### src/rtl/splitter_pkg.sv
package splitter_pkg;

  typedef enum logic [1:0] {
    ST_IDLE,
    ST_PICK,
    ST_OFFER
  } splitState_e;

  typedef struct packed {
    logic loadCmd;      // capture a new non-empty draw
    logic latchTarget;  // freeze the chosen core for the next offer
    logic advance;      // offered chunk taken: step counters
  } splitStrobe_t;

endpackage

### src/rtl/split_datapath.sv
module split_datapath
  import splitter_pkg::*;
#(
  parameter int NUM_CORES = 4,
  parameter int PRIM_W    = 16,
  parameter int ID_W      = 8,
  parameter int SEQ_W     = 4,
  parameter int MAX_OUT   = 3
) (
  input  logic                 clk,
  input  logic                 rst_n,
  input  splitStrobe_t         strobe,
  input  logic                 offering,
  input  logic [ID_W-1:0]      cmdDrawId,
  input  logic [PRIM_W-1:0]    cmdPrimCount,
  input  logic [PRIM_W-1:0]    threshold,
  input  logic [NUM_CORES-1:0] chunkAccept,
  input  logic [NUM_CORES-1:0] coreDone,
  output logic                 zeroCount,
  output logic                 allFull,
  output logic                 isLast,
  output logic                 targetAccept,
  output logic [NUM_CORES-1:0] chunkValid,
  output logic [ID_W-1:0]      chunkDrawId,
  output logic [PRIM_W-1:0]    chunkFirst,
  output logic [PRIM_W-1:0]    chunkCount,
  output logic [SEQ_W-1:0]     chunkSeq
);

  localparam int CORE_W = $clog2(NUM_CORES);
  localparam int OCNT_W = $clog2(MAX_OUT + 1);
  localparam logic [OCNT_W-1:0] MAX_CNT = OCNT_W'(MAX_OUT);

  logic [ID_W-1:0]   drawIdQ;
  logic [PRIM_W-1:0] remainQ, firstQ, thrQ;
  logic [SEQ_W-1:0]  seqQ;
  logic [CORE_W-1:0] targetQ, bestIdx;
  logic [OCNT_W-1:0] bestCnt;
  logic [NUM_CORES-1:0][OCNT_W-1:0] outCnt;
  logic [NUM_CORES-1:0] notFull;

  assign zeroCount    = (cmdPrimCount == '0);
  assign isLast       = (remainQ <= thrQ);
  assign chunkCount   = isLast ? remainQ : thrQ;
  assign chunkFirst   = firstQ;
  assign chunkDrawId  = drawIdQ;
  assign chunkSeq     = seqQ;
  assign targetAccept = chunkAccept[targetQ];
  assign allFull      = ~|notFull;

  always_ff @(posedge clk) begin
    if (!rst_n) begin
      drawIdQ <= '0;
      remainQ <= '0;
      firstQ  <= '0;
      thrQ    <= PRIM_W'(1);
      seqQ    <= '0;
      targetQ <= '0;
    end else begin
      if (strobe.loadCmd) begin
        drawIdQ <= cmdDrawId;
        remainQ <= cmdPrimCount;
        firstQ  <= '0;
        thrQ    <= (threshold == '0) ? PRIM_W'(1) : threshold;
      end
      if (strobe.latchTarget) targetQ <= bestIdx;
      if (strobe.advance) begin
        remainQ <= remainQ - chunkCount;
        firstQ  <= firstQ + chunkCount;
        seqQ    <= seqQ + SEQ_W'(1);
      end
    end
  end

  // Per-core outstanding chunk counters
  for (genvar gi = 0; gi < NUM_CORES; gi++) begin : g_core
    logic [OCNT_W-1:0] cnt;
    logic inc, dec;
    assign inc = strobe.advance && (targetQ == CORE_W'(gi));
    assign dec = coreDone[gi] && (cnt != '0);
    always_ff @(posedge clk) begin
      if (!rst_n)          cnt <= '0;
      else if (inc && !dec) cnt <= cnt + OCNT_W'(1);
      else if (dec && !inc) cnt <= cnt - OCNT_W'(1);
    end
    assign outCnt[gi]     = cnt;
    assign notFull[gi]    = (cnt < MAX_CNT);
    assign chunkValid[gi] = offering && (targetQ == CORE_W'(gi));
  end

  // Least-loaded search; full cores never beat the initial bound
  always_comb begin
    bestIdx = '0;
    bestCnt = MAX_CNT;
    for (int i = 0; i < NUM_CORES; i++) begin
      if (outCnt[i] < bestCnt) begin
        bestCnt = outCnt[i];
        bestIdx = CORE_W'(i);
      end
    end
  end

endmodule

### src/rtl/split_control.sv
module split_control
  import splitter_pkg::*;
(
  input  logic         clk,
  input  logic         rst_n,
  input  logic         cmdValid,
  input  logic         zeroCount,
  input  logic         allFull,
  input  logic         isLast,
  input  logic         targetAccept,
  output logic         cmdReady,
  output logic         offering,
  output splitStrobe_t strobe
);

  splitState_e state, stateNext;

  assign cmdReady           = (state == ST_IDLE) && !allFull;
  assign offering           = (state == ST_OFFER);
  assign strobe.loadCmd     = cmdReady && cmdValid && !zeroCount;
  assign strobe.latchTarget = (state == ST_PICK) && !allFull;
  assign strobe.advance     = offering && targetAccept;

  always_comb begin
    stateNext = state;
    case (state)
      ST_IDLE:  if (strobe.loadCmd) stateNext = ST_PICK;
      ST_PICK:  if (strobe.latchTarget) stateNext = ST_OFFER;
      ST_OFFER: if (strobe.advance) stateNext = isLast ? ST_IDLE : ST_PICK;
      default:  stateNext = ST_IDLE;
    endcase
  end

  always_ff @(posedge clk) begin
    if (!rst_n) state <= ST_IDLE;
    else        state <= stateNext;
  end

endmodule

### src/rtl/prim_splitter.sv
module prim_splitter
  import splitter_pkg::*;
#(
  parameter int NUM_CORES = 4,
  parameter int PRIM_W    = 16,
  parameter int ID_W      = 8,
  parameter int SEQ_W     = 4,
  parameter int MAX_OUT   = 3
) (
  input  logic                 clk,
  input  logic                 rst_n,
  input  logic [PRIM_W-1:0]    threshold,
  input  logic                 cmdValid,
  output logic                 cmdReady,
  input  logic [ID_W-1:0]      cmdDrawId,
  input  logic [PRIM_W-1:0]    cmdPrimCount,
  output logic [NUM_CORES-1:0] chunkValid,
  input  logic [NUM_CORES-1:0] chunkAccept,
  input  logic [NUM_CORES-1:0] coreDone,
  output logic [ID_W-1:0]      chunkDrawId,
  output logic [PRIM_W-1:0]    chunkFirst,
  output logic [PRIM_W-1:0]    chunkCount,
  output logic                 chunkLast,
  output logic [SEQ_W-1:0]     chunkSeq
);

  splitStrobe_t strobe;
  logic zeroCount, allFull, isLast, targetAccept, offering;

  split_control u_ctl (
    .clk(clk), .rst_n(rst_n), .cmdValid(cmdValid), .zeroCount(zeroCount),
    .allFull(allFull), .isLast(isLast), .targetAccept(targetAccept),
    .cmdReady(cmdReady), .offering(offering), .strobe(strobe)
  );

  split_datapath #(
    .NUM_CORES(NUM_CORES), .PRIM_W(PRIM_W), .ID_W(ID_W),
    .SEQ_W(SEQ_W), .MAX_OUT(MAX_OUT)
  ) u_dp (
    .clk(clk), .rst_n(rst_n), .strobe(strobe), .offering(offering),
    .cmdDrawId(cmdDrawId), .cmdPrimCount(cmdPrimCount), .threshold(threshold),
    .chunkAccept(chunkAccept), .coreDone(coreDone), .zeroCount(zeroCount),
    .allFull(allFull), .isLast(isLast), .targetAccept(targetAccept),
    .chunkValid(chunkValid), .chunkDrawId(chunkDrawId), .chunkFirst(chunkFirst),
    .chunkCount(chunkCount), .chunkSeq(chunkSeq)
  );

  assign chunkLast = isLast;

endmodule

### config.mk
export PLATFORM = sky130hd
export DESIGN_NAME = prim_splitter
export DESIGN_NICKNAME = d
export VERILOG_FILES = /design/src/rtl/splitter_pkg.sv /design/src/rtl/split_datapath.sv /design/src/rtl/split_control.sv /design/src/rtl/prim_splitter.sv
export SDC_FILE = /design/constraint.sdc
export NUM_CORES = 1
export LEC_CHECK = 0
export BUFFER_PORTS_ARGS = -buffer_cell sky130_fd_sc_hd__buf_4
export CORE_ASPECT_RATIO = 0.6
export CORE_MARGIN = 2
export CORE_UTILIZATION = 57
export DETAILED_ROUTE_END_ITERATION = 7
export GPL_ROUTABILITY_DRIVEN = 0
export MAX_ROUTING_LAYER = met4
export PLACE_DENSITY = 0.79
export SLEW_MARGIN = 10
export SYNTH_ARGS = -nofsm -noshare
export SYNTH_HDL_FRONTEND = slang
export SYNTH_SLANG_ARGS = --single-unit
### constraint.sdc
create_clock -name clk -period 4.59 [get_ports clk]
set_input_delay 0.918 -clock clk [delete_from_list [all_inputs] [get_ports clk]]
set_output_delay 0.918 -clock clk [all_outputs]
set_load 0.005 [all_outputs]
==> summary.txt, run 1 <==
Outcome
  • Outcome: finished clean

Timing
  • Fin worst setup slack: 0.2071 ns
  • TNS Setup: 0 ns
  • Max_slew headroom: 41.07%
  • Worst-margin pin slew: 0.8829 ns
  • Minimum clock period: 4.383 ns
  • Final Max Tran Viols: 0
  • Final Hold Fails: 0
  • Clk_skew: 0.006026 ns
  • Setup violators final: 0
  • Fmax: 0.2282 GHz
  • Final period util: 95.49%

GRT
  • Antenna violations before repair: 0
  • Global Route Usage Sum: 31.16%
  • First-pass GRT wire length: 23.97 mm
  • GR Overflow Total: 0
  • Largest net degree at the start of global routing: 80
  • Vias in the first global route: 4751

Run
  • Max-cap viol count: 0

Critical path
  • Worst-case reg-to-reg path depth: 17
  • Critical path cell sequence: inv_1, ha_1, nand4_1, nor3_1, a21bo_2, a31oi_4, buf_4, mux2_2, inv_1, ha_1, a21oi_1, o21ai_0, o31a_1, a41o_1, or3_2, a21oi_1, nor3_1
  • Critical path's top delay family: compound AO/OA/AOI/OAI gates
  • Crit path max fanout: 11
  • CP Data Required Time: 4.82 ns
  • R2R Path Start: u_dp.thrQ[11]
  • CP max stage delay: 0.41 ns
  • Crit path arrival time: 4.61 ns
  • Crit path capture type: flop
  • Crit Reg-Reg Endpoint: u_dp.remainQ[12]
  • Worst Path Class, Setup: flop to flop
  • R2r setup slk: 0.21 ns
  • Critical Path Source Type: flop
  • Crit path max-delay cell type: dfxtp_1
  • Buf/Inv on CP: 3

Min path
  • Hold endpoint: u_dp.remainQ[0]
  • Hold Path Cell Cnt: 2
  • HP Start: u_dp.remainQ[0]
  • Class of the worst hold path: flop to flop

CTS
  • Reg clk slew, reported paths: 0.06 ns
  • Root Driver: clkbuf_16
  • Post-CTS Setup Inserts: 0
  • Clock Latency Late Sink: 0.34 ns
  • Clock sinks: 72
  • Number of buffers created by CTS: 9
  • CTS HTree Levels: 3
  • CTS Buffer Depth: 2
  • TritonCTS clock tree: done
  • Hold buffer count at CTS: 0

Power
  • Logic gate share of total power: 57.9%
  • Pint: 2.140 mW
  • Worst VDD drop: 288.5 uV
  • P per Cell Area: 589.4 nW/um2
  • Seq pwr share: 23.3%
  • Sw Ratio: 43.28%
  • Pleak: 2.931 nW
  • Clock network fraction of total power: 18.8%
  • Psw: 1.633 mW

Logic synthesis
  • Asr flop ratio synth: 0%
  • Seq/Total Area, Yosys: 27.31%
  • #FFs+latches synth: 72
  • Avg Inst Size Synth: 8.570 um2
  • Post-synth EDFFs: 0
  • Cells after Synth: 616
  • Yosys warns: 0
  • Ys flop type: dfxtp_1
  • Netlist Area Pre-Place: 5279 um2
  • Syn Nets: 727
  • Synth cell types: 68

Routing
  • Met2 WL: 6.177 mm
  • Met3 wire length: 1.480 mm
  • 1st-iter DRT viols: 463
  • Routed WL: 14.98 mm
  • DR WL/cell: 18.07 um
  • DRC violations left: 0
  • DR vias/cell: 6.051
  • Via count: 5016
  • Highest routing layer actually used: met4
  • DRT antenna net count: 0
  • Routed met1 length: 6.973 mm
  • First-pass DRT Iterations: 6

Cells and area
  • Non-filler cells, final: 829
  • Filler instances: 697
  • Fin nets: 819
  • Antenna diodes: 0
  • Most frequent cells in the layout: buf_4, dfxtp_1, ha_1
  • Layout area overhead: 21.28%
  • Share of layout cells above drive strength 1: 20.90%
  • Commonest non-fill, non-tap cell in the layout: buf_4
  • Cell area after layout: 6402 um2
  • Fin util: 70.45%

Floorplan
  • Initial Util: 58.09%
  • Die span in x: 128.2 um
  • Core footprint: 9087 um2
  • Placement Rows: 27
  • I/O pin count: 101
  • Die Height: 78.55 um
  • Die Area: 10070 um2

Place
  • Final HPWL DP: 11.23 mm
  • Area post-placement: 6090 um2
  • Number of port buffers: 100
  • Placed insts: 813
  • Dpl ws: 0.1505 ns
final cells by class:
| cell class | instances | area [um2] | share of cell area, % |
|---|---|---|---|
| repair buffers | 104 | 780.7 | 12.19 |
| well taps | 116 | 145.1 | 2.267 |
| inverters | 50 | 187.7 | 2.931 |
| multi-input cells | 471 | 3551 | 55.46 |
| clock inverters | 6 | 67.56 | 1.055 |
| clock buffers | 10 | 229.0 | 3.576 |
| flip-flops and latches | 72 | 1441 | 22.51 |
worst max path at each step:
stage	from	to	cells after the start
after floorplan	u_dp.thrQ[15]	u_dp.remainQ[12]	17
after global placement	u_dp.thrQ[15]	u_dp.remainQ[12]	17
after detailed placement	u_dp.thrQ[11]	u_dp.remainQ[15]	16
after CTS	u_dp.thrQ[11]	u_dp.remainQ[15]	16
after global routing	u_dp.thrQ[11]	u_dp.remainQ[12]	17
final	u_dp.thrQ[11]	u_dp.remainQ[12]	17
cells in the mapped netlist, types with 8 or more instances:
cell | number | area (um2)
dfxtp_1 | 72 | 1441
ha_1 | 58 | 725.7
inv_1 | 50 | 187.7
a21oi_1 | 42 | 210.2
nor2b_1 | 40 | 250.2
nand2_1 | 32 | 120.1
mux2i_1 | 29 | 290.3
nor2_1 | 27 | 101.4
o21ai_0 | 27 | 135.1
xnor2_1 | 16 | 140.1
nand3_1 | 15 | 75.07
mux2_2 | 14 | 157.7
nand4_1 | 13 | 81.33
xor2_1 | 13 | 113.9
and2_1 | 12 | 75.07
buf_2 | 11 | 55.05
o21a_1 | 11 | 82.58
clkbuf_1 | 9 | 33.78
nor3_1 | 9 | 45.04
a21o_1 | 8 | 60.06
power by group through the flow:
stage	Sequential (mW)	Combinational [mW]	Clock, mW
floorplan	0.836	1.54	0
global placement	0.877	2.00	0
detailed placement	0.885	2.09	0
CTS	0.873	2.11	0.717
global route	0.893	2.39	0.743
finish	0.879	2.19	0.709
through the flow:
stage          power [mW]  hold slack (ns)
6_report            3.774           0.5126
5_1_grt             4.024           0.5345
4_1_cts             3.702           0.5122
3_5_place_dp        2.974           0.4982
3_3_place_gp        2.879           0.4939
2_1_floorplan       2.375           0.4788
per-layer routing:
layer / vias to the layer above / global-route usage, %
met3: 37 / 6.953
met5: - / -
met4: 0 / 10.66
met2: 242 / 44.63
li1: 2400 / -
met1: 2337 / 43.24
worst reg2reg max path: cells and delay by family, from the launching register on:
kind	cells	cell delay (ns)
AO/OA/AOI/OAI	7	1.52
AND/OR/NAND/NOR	4	0.88
adder cells (fa/ha/maj)	2	0.62
buffers and inverters	3	0.44
flip-flops	1	0.41
multiplexers	1	0.41
state kept, by name, indices dropped and copies added, names as in the netlist:
name and cells:
u_dp.chunkFirst 16, u_dp.g_core.cnt 8, u_dp.remainQ 16, u_ctl.state 2, u_dp.targetQ 2, u_dp.thrQ 16, u_dp.chunkSeq 4, u_dp.chunkDrawId 8
kinds of logic (layout without fill, tap and decap cells):
group / count (synthesis) / after routing / synth area share [%]
DFF: 72 / 72 / 27.31
and+or+nand+nor: 185 / 185 / 19.20
AOI/OAI and AO/OA: 153 / 153 / 19.53
adders and majority gates: 60 / 60 / 14.51
xor gates and xnor gates: 29 / 29 / 4.811
muxes: 44 / 44 / 8.912
buffers and inverters: 73 / 170 / 5.736
what timing repair did:
action	CTS	global route
resized for setup	0	2
endpoints found under the hold margin	0	0
endpoints found under the setup margin	0	8
Note: power is estimated with default switching activity, not from simulation.
==> run 2, diff against run 1 <==
--- a/config.mk
+++ b/config.mk
@@ -16,4 +16,5 @@
 export SLEW_MARGIN = 10
 export SYNTH_ARGS = -nofsm -noshare
 export SYNTH_HDL_FRONTEND = slang
+export SYNTH_HIERARCHICAL = 1
 export SYNTH_SLANG_ARGS = --single-unit
==> summary.txt, run 2 <==
Outcome
  • Outcome: finished clean (unchanged)

Logic synthesis
  • Synth cell types: 69 (was 68)
  • Netlist Area Pre-Place: 5294 um2 (was 5279 um2)
  • Syn Nets: 745 (was 727)
  • Seq/Total Area, Yosys: 27.23% (was 27.31%)
  • Yosys warns: 6 (was 0)
  • Synth top cells by count: dfxtp_1, nor2_1, ha_1 (was dfxtp_1, ha_1, inv_1)
  • Ys flop type: dfxtp_1 (unchanged)
  • Post-synth top area share: 27.23% (was 27.31%)
  • Most frequent cell after synthesis: dfxtp_1 (unchanged)
  • Avg Inst Size Synth: 8.350 um2 (was 8.570 um2)
  • Synth area leaders: dfxtp_1, ha_1, mux2i_1, nor2_1, a21oi_1 (was dfxtp_1, ha_1, mux2i_1, nor2b_1, a21oi_1)
  • Post-synth EDFFs: 0 (unchanged)
  • Yosys top cell by area: dfxtp_1 (unchanged)
  • Asr flop ratio synth: 0% (unchanged)
  • Cells after Synth: 634 (was 616)
  • #FFs+latches synth: 72 (unchanged)

Power
  • Pint: 1.679 mW (was 2.140 mW)
  • Worst VDD drop: 214.4 uV (was 288.5 uV)
  • Sw Ratio: 34.89% (was 43.28%)
  • Final Power: 2.579 mW (was 3.774 mW)
  • Clock network fraction of total power: 32.4% (was 18.8%)
  • P per Cell Area: 397.1 nW/um2 (was 589.4 nW/um2)
  • Seq pwr share: 29.0% (was 23.3%)
  • Psw: 0.8997 mW (was 1.633 mW)
  • Pleak: 2.997 nW (was 2.931 nW)
  • Logic gate share of total power: 38.6% (was 57.9%)

Floorplan
  • Die Area: 10100 um2 (was 10070 um2)
  • Die Height: 78.65 um (was 78.55 um)
  • Placement Rows: 27 (unchanged)
  • Initial Util: 58.25% (was 58.09%)
  • Die span in x: 128.4 um (was 128.2 um)
  • I/O pin count: 101 (unchanged)
  • Core footprint: 9087 um2 (unchanged)

Critical path
  • Crit path max fanout: 4 (was 11)
  • Worst Path Class, Setup: flop to flop (unchanged)
  • Crit path arrival time: 4.62 ns (was 4.61 ns)
  • Crit path capture type: flop (unchanged)
  • Critical Path Source Type: flop (unchanged)
  • CP Data Required Time: 4.82 ns (about the same)

Min path
  • Class of the worst hold path: flop to flop (unchanged)

CTS
  • Number of buffers created by CTS: 9 (unchanged)
  • Post-CTS Setup Inserts: 0 (unchanged)
  • CTS Buffer Depth: 2 (unchanged)
  • Clock sinks: 72 (unchanged)
  • Root Driver: clkbuf_16 (unchanged)
  • TritonCTS clock tree: done (unchanged)
  • Reg clk slew, reported paths: 0.06 ns (about the same)
  • CTS HTree Levels: 3 (unchanged)
  • Clock Latency Late Sink: 0.34 ns (about the same)

GRT
  • Global Route Usage Sum: 32.62% (was 31.16%)
  • GR Overflow Total: 0 (unchanged)
  • M3 GR Usage: 7.566% (was 6.953%)
  • Largest net degree at the start of global routing: 44 (was 80)
  • Busiest metal layer after global routing: met2 (unchanged)
  • Vias in the first global route: 5030 (was 4751)
  • First-pass GRT wire length: 25.09 mm (was 23.97 mm)
  • Antenna violations before repair: 0 (unchanged)
  • Met2 Use GR: 49.20% (was 44.63%)
  • Met1 GRT Util: 43.38% (was 43.24%)

Routing
  • DR WL/cell: 18.90 um (was 18.07 um)
  • First-pass DRT Iterations: 6 (unchanged)
  • DRC violations left: 0 (unchanged)
  • 1st-iter DRT viols: 589 (was 463)
  • Routed WL: 15.99 mm (was 14.98 mm)
  • DR vias/cell: 6.309 (was 6.051)
  • Via count: 5337 (was 5016)
  • DRT antenna net count: 0 (unchanged)

Timing
  • Fmax: 0.2280 GHz (was 0.2282 GHz)
  • Final Max Tran Viols: 0 (unchanged)
  • Clk_skew: 0.004565 ns (was 0.006026 ns)
  • Final Hold Fails: 0 (unchanged)
  • RSZ-0062 raised after global routing: false
  • TNS Setup: 0 ns (unchanged)
  • Minimum clock period: 4.385 ns (was 4.383 ns)
  • Max_slew headroom: 38.31% (was 41.07%)
  • Setup violators final: 0 (unchanged)
  • Worst-margin pin slew: 0.9254 ns (was 0.8829 ns)
  • Final period util: 95.54% (was 95.49%)

Cells and area
  • Cell area after layout: 6494 um2 (was 6402 um2)
  • Commonest non-fill, non-tap cell in the layout: buf_4 (unchanged)
  • Fin nets: 836 (was 819)
  • Antenna diodes: 0 (unchanged)
  • Share of layout cells above drive strength 1: 19.18% (was 20.90%)
  • Most frequent cells in the layout: buf_4, dfxtp_1, nor2_1 (was buf_4, dfxtp_1, ha_1)
  • Layout area overhead: 22.67% (was 21.28%)
  • Filler instances: 681 (was 697)

Run
  • Max-cap viol count: 0 (unchanged)

Place
  • Final HPWL DP: 11.77 mm (was 11.23 mm)
  • Area post-placement: 6138 um2 (was 6090 um2)
  • Number of port buffers: 100 (unchanged)
==> run 2: per-layer routing <==
layer / wire, um / vias up
li1: - / 2508
met1: 7101 / 2487
met2: 6970 / 293
met3: 1581 / 49
met4: 337 / 0
met5: 0 / -
==> run 2: logic make-up after synthesis <==
group           synth area share [%]
compound gates                 23.49
xor+xnor                       4.633
fa+ha+maj                      14.46
buf+inv                        4.538
flops                          27.23
mux                            6.311
simple gates                   19.33
==> run 2: area by class of cell <==
type	count	area [um2]	area share, %
Multi-Input combinational cell	499	3613	55.65
Sequential cell	72	1441	22.20
Timing Repair Buffer	107	803.3	12.37
Clock buffer	11	252.7	3.892
Tap cell	116	145.1	2.235
Inverter	36	135.1	2.081
Clock inverter	5	102.6	1.580
==> run 2: what timing repair did <==
action | CTS | global route
hold buffers | 0 | 0
gates resized for setup | 0 | 1
endpoints found under the setup margin | 0 | 2
==> run 2: worst paths after layout <==
kind	to	startpoint	slack, ns	depth (start not counted)
setup / recovery	u_dp/chunkFirst[12]	u_dp/thrQ[15]	0.20	19
hold / removal	u_dp/thrQ[14]	u_dp/thrQ[14]	0.50	2
setup reg to reg	u_dp/chunkFirst[12]	u_dp/thrQ[15]	0.20	19
hold reg to reg	u_dp/thrQ[14]	u_dp/thrQ[14]	0.50	2
==> run 2: power by group through the flow <==
stage | clock (mW) | combinational [mW] | sequential [mW]
6_report | 0.836 | 0.994 | 0.749
5_1_grt | 0.868 | 1.08 | 0.753
4_1_cts | 0.844 | 0.975 | 0.745
3_5_place_dp | 0 | 0.957 | 0.757
3_3_place_gp | 0 | 0.921 | 0.752
2_1_floorplan | 0 | 0.694 | 0.733
==> run 2: stage by stage <==
step | std cells | setup slack (ns) | hold slack (ns) | util, %
2_1_floorplan | 634 | 0.7019 | 0.4604 | -
3_3_place_gp | 830 | 0.3986 | 0.4744 | 67.55
3_5_place_dp | 830 | 0.3074 | 0.4863 | 67.55
4_1_cts | 846 | 0.2632 | 0.5017 | 71.46
5_1_grt | 846 | 0.02370 | 0.5361 | 71.46
6_report | 846 | 0.2049 | 0.5033 | 71.46
==> run 2: critical path, stage by stage, from the launching register on <==
cell and delay (ns):
dfxtp_1 0.41, inv_1 0.11, ha_1 0.31, nand4_1 0.15
nor3_1 0.17, inv_1 0.09, o221a_1 0.26, nor2_1 0.32
nand2_1 0.10, o21ai_1 0.20, ha_1 0.25, inv_1 0.07
fa_1 0.42, nand3b_1 0.21, a21oi_1 0.22, o211ai_1 0.21
a31oi_1 0.32, o21a_1 0.17, o21ai_0 0.07, a32o_1 0.21
==> run 3, diff against run 2 <==
--- a/config.mk
+++ b/config.mk
@@ -7,7 +7,6 @@
 export LEC_CHECK = 0
 export BUFFER_PORTS_ARGS = -buffer_cell sky130_fd_sc_hd__buf_4
 export CORE_ASPECT_RATIO = 0.6
-export CORE_MARGIN = 2
 export CORE_UTILIZATION = 57
 export DETAILED_ROUTE_END_ITERATION = 7
 export GPL_ROUTABILITY_DRIVEN = 0
==> summary.txt, run 3 (synthesis results as in run 2) <==
Routing
  • DR vias/cell: 6.214 (was 6.309)
  • First-pass DRT Iterations: 5 (was 6)
  • DRC violations left: 0 (unchanged)
  • DRT antenna net count: 0 (unchanged)
  • DR WL/cell: 18.41 um (was 18.90 um)
  • Via count: 5226 (was 5337)
  • Routed WL: 15.48 mm (was 15.99 mm)
  • 1st-iter DRT viols: 468 (was 589)

Timing
  • Minimum clock period: 4.344 ns (was 4.385 ns)
  • Max_slew headroom: 46.99% (was 38.31%)
  • RSZ-0062 raised after global routing: false (unchanged)
  • TNS Setup: 0 ns (unchanged)
  • Fmax: 0.2302 GHz (was 0.2280 GHz)
  • Final Max Tran Viols: 0 (unchanged)
  • Setup violators final: 0 (unchanged)
  • Clk_skew: 0.005045 ns (was 0.004565 ns)
  • Worst-margin pin slew: 0.7951 ns (was 0.9254 ns)
  • Final Hold Fails: 0 (unchanged)
  • Final period util: 94.64% (was 95.54%)

Floorplan
  • Die Area: 9690 um2 (was 10100 um2)
  • Initial Util: 60.49% (was 58.25%)
  • Die span in x: 126.4 um (was 128.4 um)
  • I/O pin count: 101 (unchanged)
  • Core footprint: 8751 um2 (was 9087 um2)
  • Placement Rows: 26 (was 27)
  • Die Height: 76.65 um (was 78.65 um)

CTS
  • Gates resized, CTS repair: 0 (unchanged)
  • Clock Latency Late Sink: 0.34 ns (about the same)
  • Clock sinks: 72 (unchanged)
  • Reg clk slew, reported paths: 0.05 ns (was 0.06 ns)
  • Hold buffer count at CTS: 0 (unchanged)
  • Root Driver: clkbuf_16 (unchanged)
  • Number of buffers created by CTS: 9 (unchanged)
  • CTS HTree Levels: 3 (unchanged)
  • Post-CTS Setup Inserts: 0 (unchanged)
  • CTS Buffer Depth: 2 (unchanged)
  • TritonCTS clock tree: done (unchanged)

Critical path
  • Crit path capture type: flop (unchanged)
  • Critical Path Source Type: flop (unchanged)
  • R2r setup slk: 0.25 ns (was 0.20 ns)
  • R2R Path Start: u_dp/thrQ[15] (unchanged)
  • Worst-case reg-to-reg path depth: 19 (unchanged)
  • Crit path arrival time: 4.57 ns (was 4.62 ns)
  • Worst Path Class, Setup: flop to flop (unchanged)
  • Critical Path End: u_dp/chunkFirst[12] (unchanged)
  • CP Data Required Time: 4.82 ns (about the same)
  • Crit path max fanout: 4 (unchanged)
  • Crit path launch: u_dp/thrQ[15] (unchanged)
  • Crit Reg-Reg Endpoint: u_dp/chunkFirst[12] (unchanged)

Cells and area
  • Layout area overhead: 21.91% (was 22.67%)
  • Fin nets: 836 (unchanged)
  • Share of layout cells above drive strength 1: 19.07% (was 19.18%)
  • Commonest non-fill, non-tap cell in the layout: buf_4 (unchanged)
  • Most frequent cells in the layout: buf_4, dfxtp_1, nor2_1 (unchanged)
  • Antenna diodes: 0 (unchanged)

Run
  • Max-cap viol count: 0 (unchanged)

Place
  • Final HPWL DP: 11.42 mm (was 11.77 mm)
  • Number of port buffers: 100 (unchanged)

GRT
  • Largest net degree at the start of global routing: 61 (was 44)
  • Antenna violations before repair: 0 (unchanged)
  • First-pass GRT wire length: 25.34 mm (was 25.09 mm)
  • GR Overflow Total: 0 (unchanged)
  • Global Route Usage Sum: 34.22% (was 32.62%)
  • Vias in the first global route: 5042 (was 5030)

Power
  • Final Power: 2.483 mW (was 2.579 mW)
  • Worst VDD drop: 251.1 uV (was 214.4 uV)
  • P per Cell Area: 384.8 nW/um2 (was 397.1 nW/um2)
  • Pleak: 2.979 nW (was 2.997 nW)

Outcome
  • Outcome: finished clean (unchanged)

Min path
  • Class of the worst hold path: flop to flop (unchanged)
==> run 3: worst max-delay path, cell delays in order, from the launching register on <==
cell and delay (ns):
dfxtp_1 0.39, inv_1 0.10, ha_1 0.30, nand4_1 0.14, nor3_1 0.16, inv_1 0.09, o221a_1 0.26, nor2_1 0.29
nand2_1 0.09, o21ai_1 0.19, ha_1 0.29, inv_1 0.08, fa_1 0.40, nand3b_1 0.19, a21oi_1 0.23, o211ai_1 0.21
a31oi_1 0.31, o21a_1 0.18, o21ai_0 0.11, a32o_1 0.24
==> run 3: worst min-delay path by stage <==
| stage | end | cells past startpoint | startpoint |
|---|---|---|---|
| after detailed placement | u_dp/chunkDrawId[5] | 2 | u_dp/chunkDrawId[5] |
| after CTS | u_dp/chunkDrawId[5] | 2 | u_dp/chunkDrawId[5] |
| after global placement | u_dp/chunkDrawId[0] | 2 | u_dp/chunkDrawId[0] |
| after floorplan | u_dp/thrQ[10] | 2 | u_dp/thrQ[10] |
| final | u_dp/chunkDrawId[5] | 2 | u_dp/chunkDrawId[5] |
| after global routing | u_dp/thrQ[5] | 2 | u_dp/thrQ[5] |
==> run 3: area by class of cell <==
type	count	area (um2)
Tap cell	112	140.1
Clock inverter	5	81.33
Sequential cell	72	1441
Timing Repair Buffer	107	803.3
Fill cell	684	2297
Inverter	36	135.1
Clock buffer	10	239.0
Multi-Input combinational cell	499	3613
==> run 3: layer usage <==
metal / track usage (%) / up-vias / part of all wire (%)
met5: - / - / 0
li1: - / 2502 / -
met2: 51.77 / 234 / 43
met1: 46.19 / 2473 / 47
met4: 9.157 / 0 / 0.96
met3: 7.397 / 17 / 9.0
==> run 3: power breakdown <==
group	switching (mW)	internal [mW]	leakage [nW]
Sequential	0.0714	0.677	0.588
Clock	0.273	0.487	0.155
Combinational	0.534	0.441	2.24
==> run 3: per-stage QoR <==
stage / util, % / cell area [um2] / hold slack [ns] / cells / worst slack (ns)
floorplan: - / 5294 / 0.4604 / 634 / 0.7019
global placement: 70.09 / 6133 / 0.4763 / 826 / 0.4318
detailed placement: 70.09 / 6133 / 0.4871 / 826 / 0.3519
CTS: 73.75 / 6454 / 0.5007 / 841 / 0.2438
global route: 73.75 / 6454 / 0.5295 / 841 / 0.04638
finish: 73.75 / 6454 / 0.4944 / 841 / 0.2459
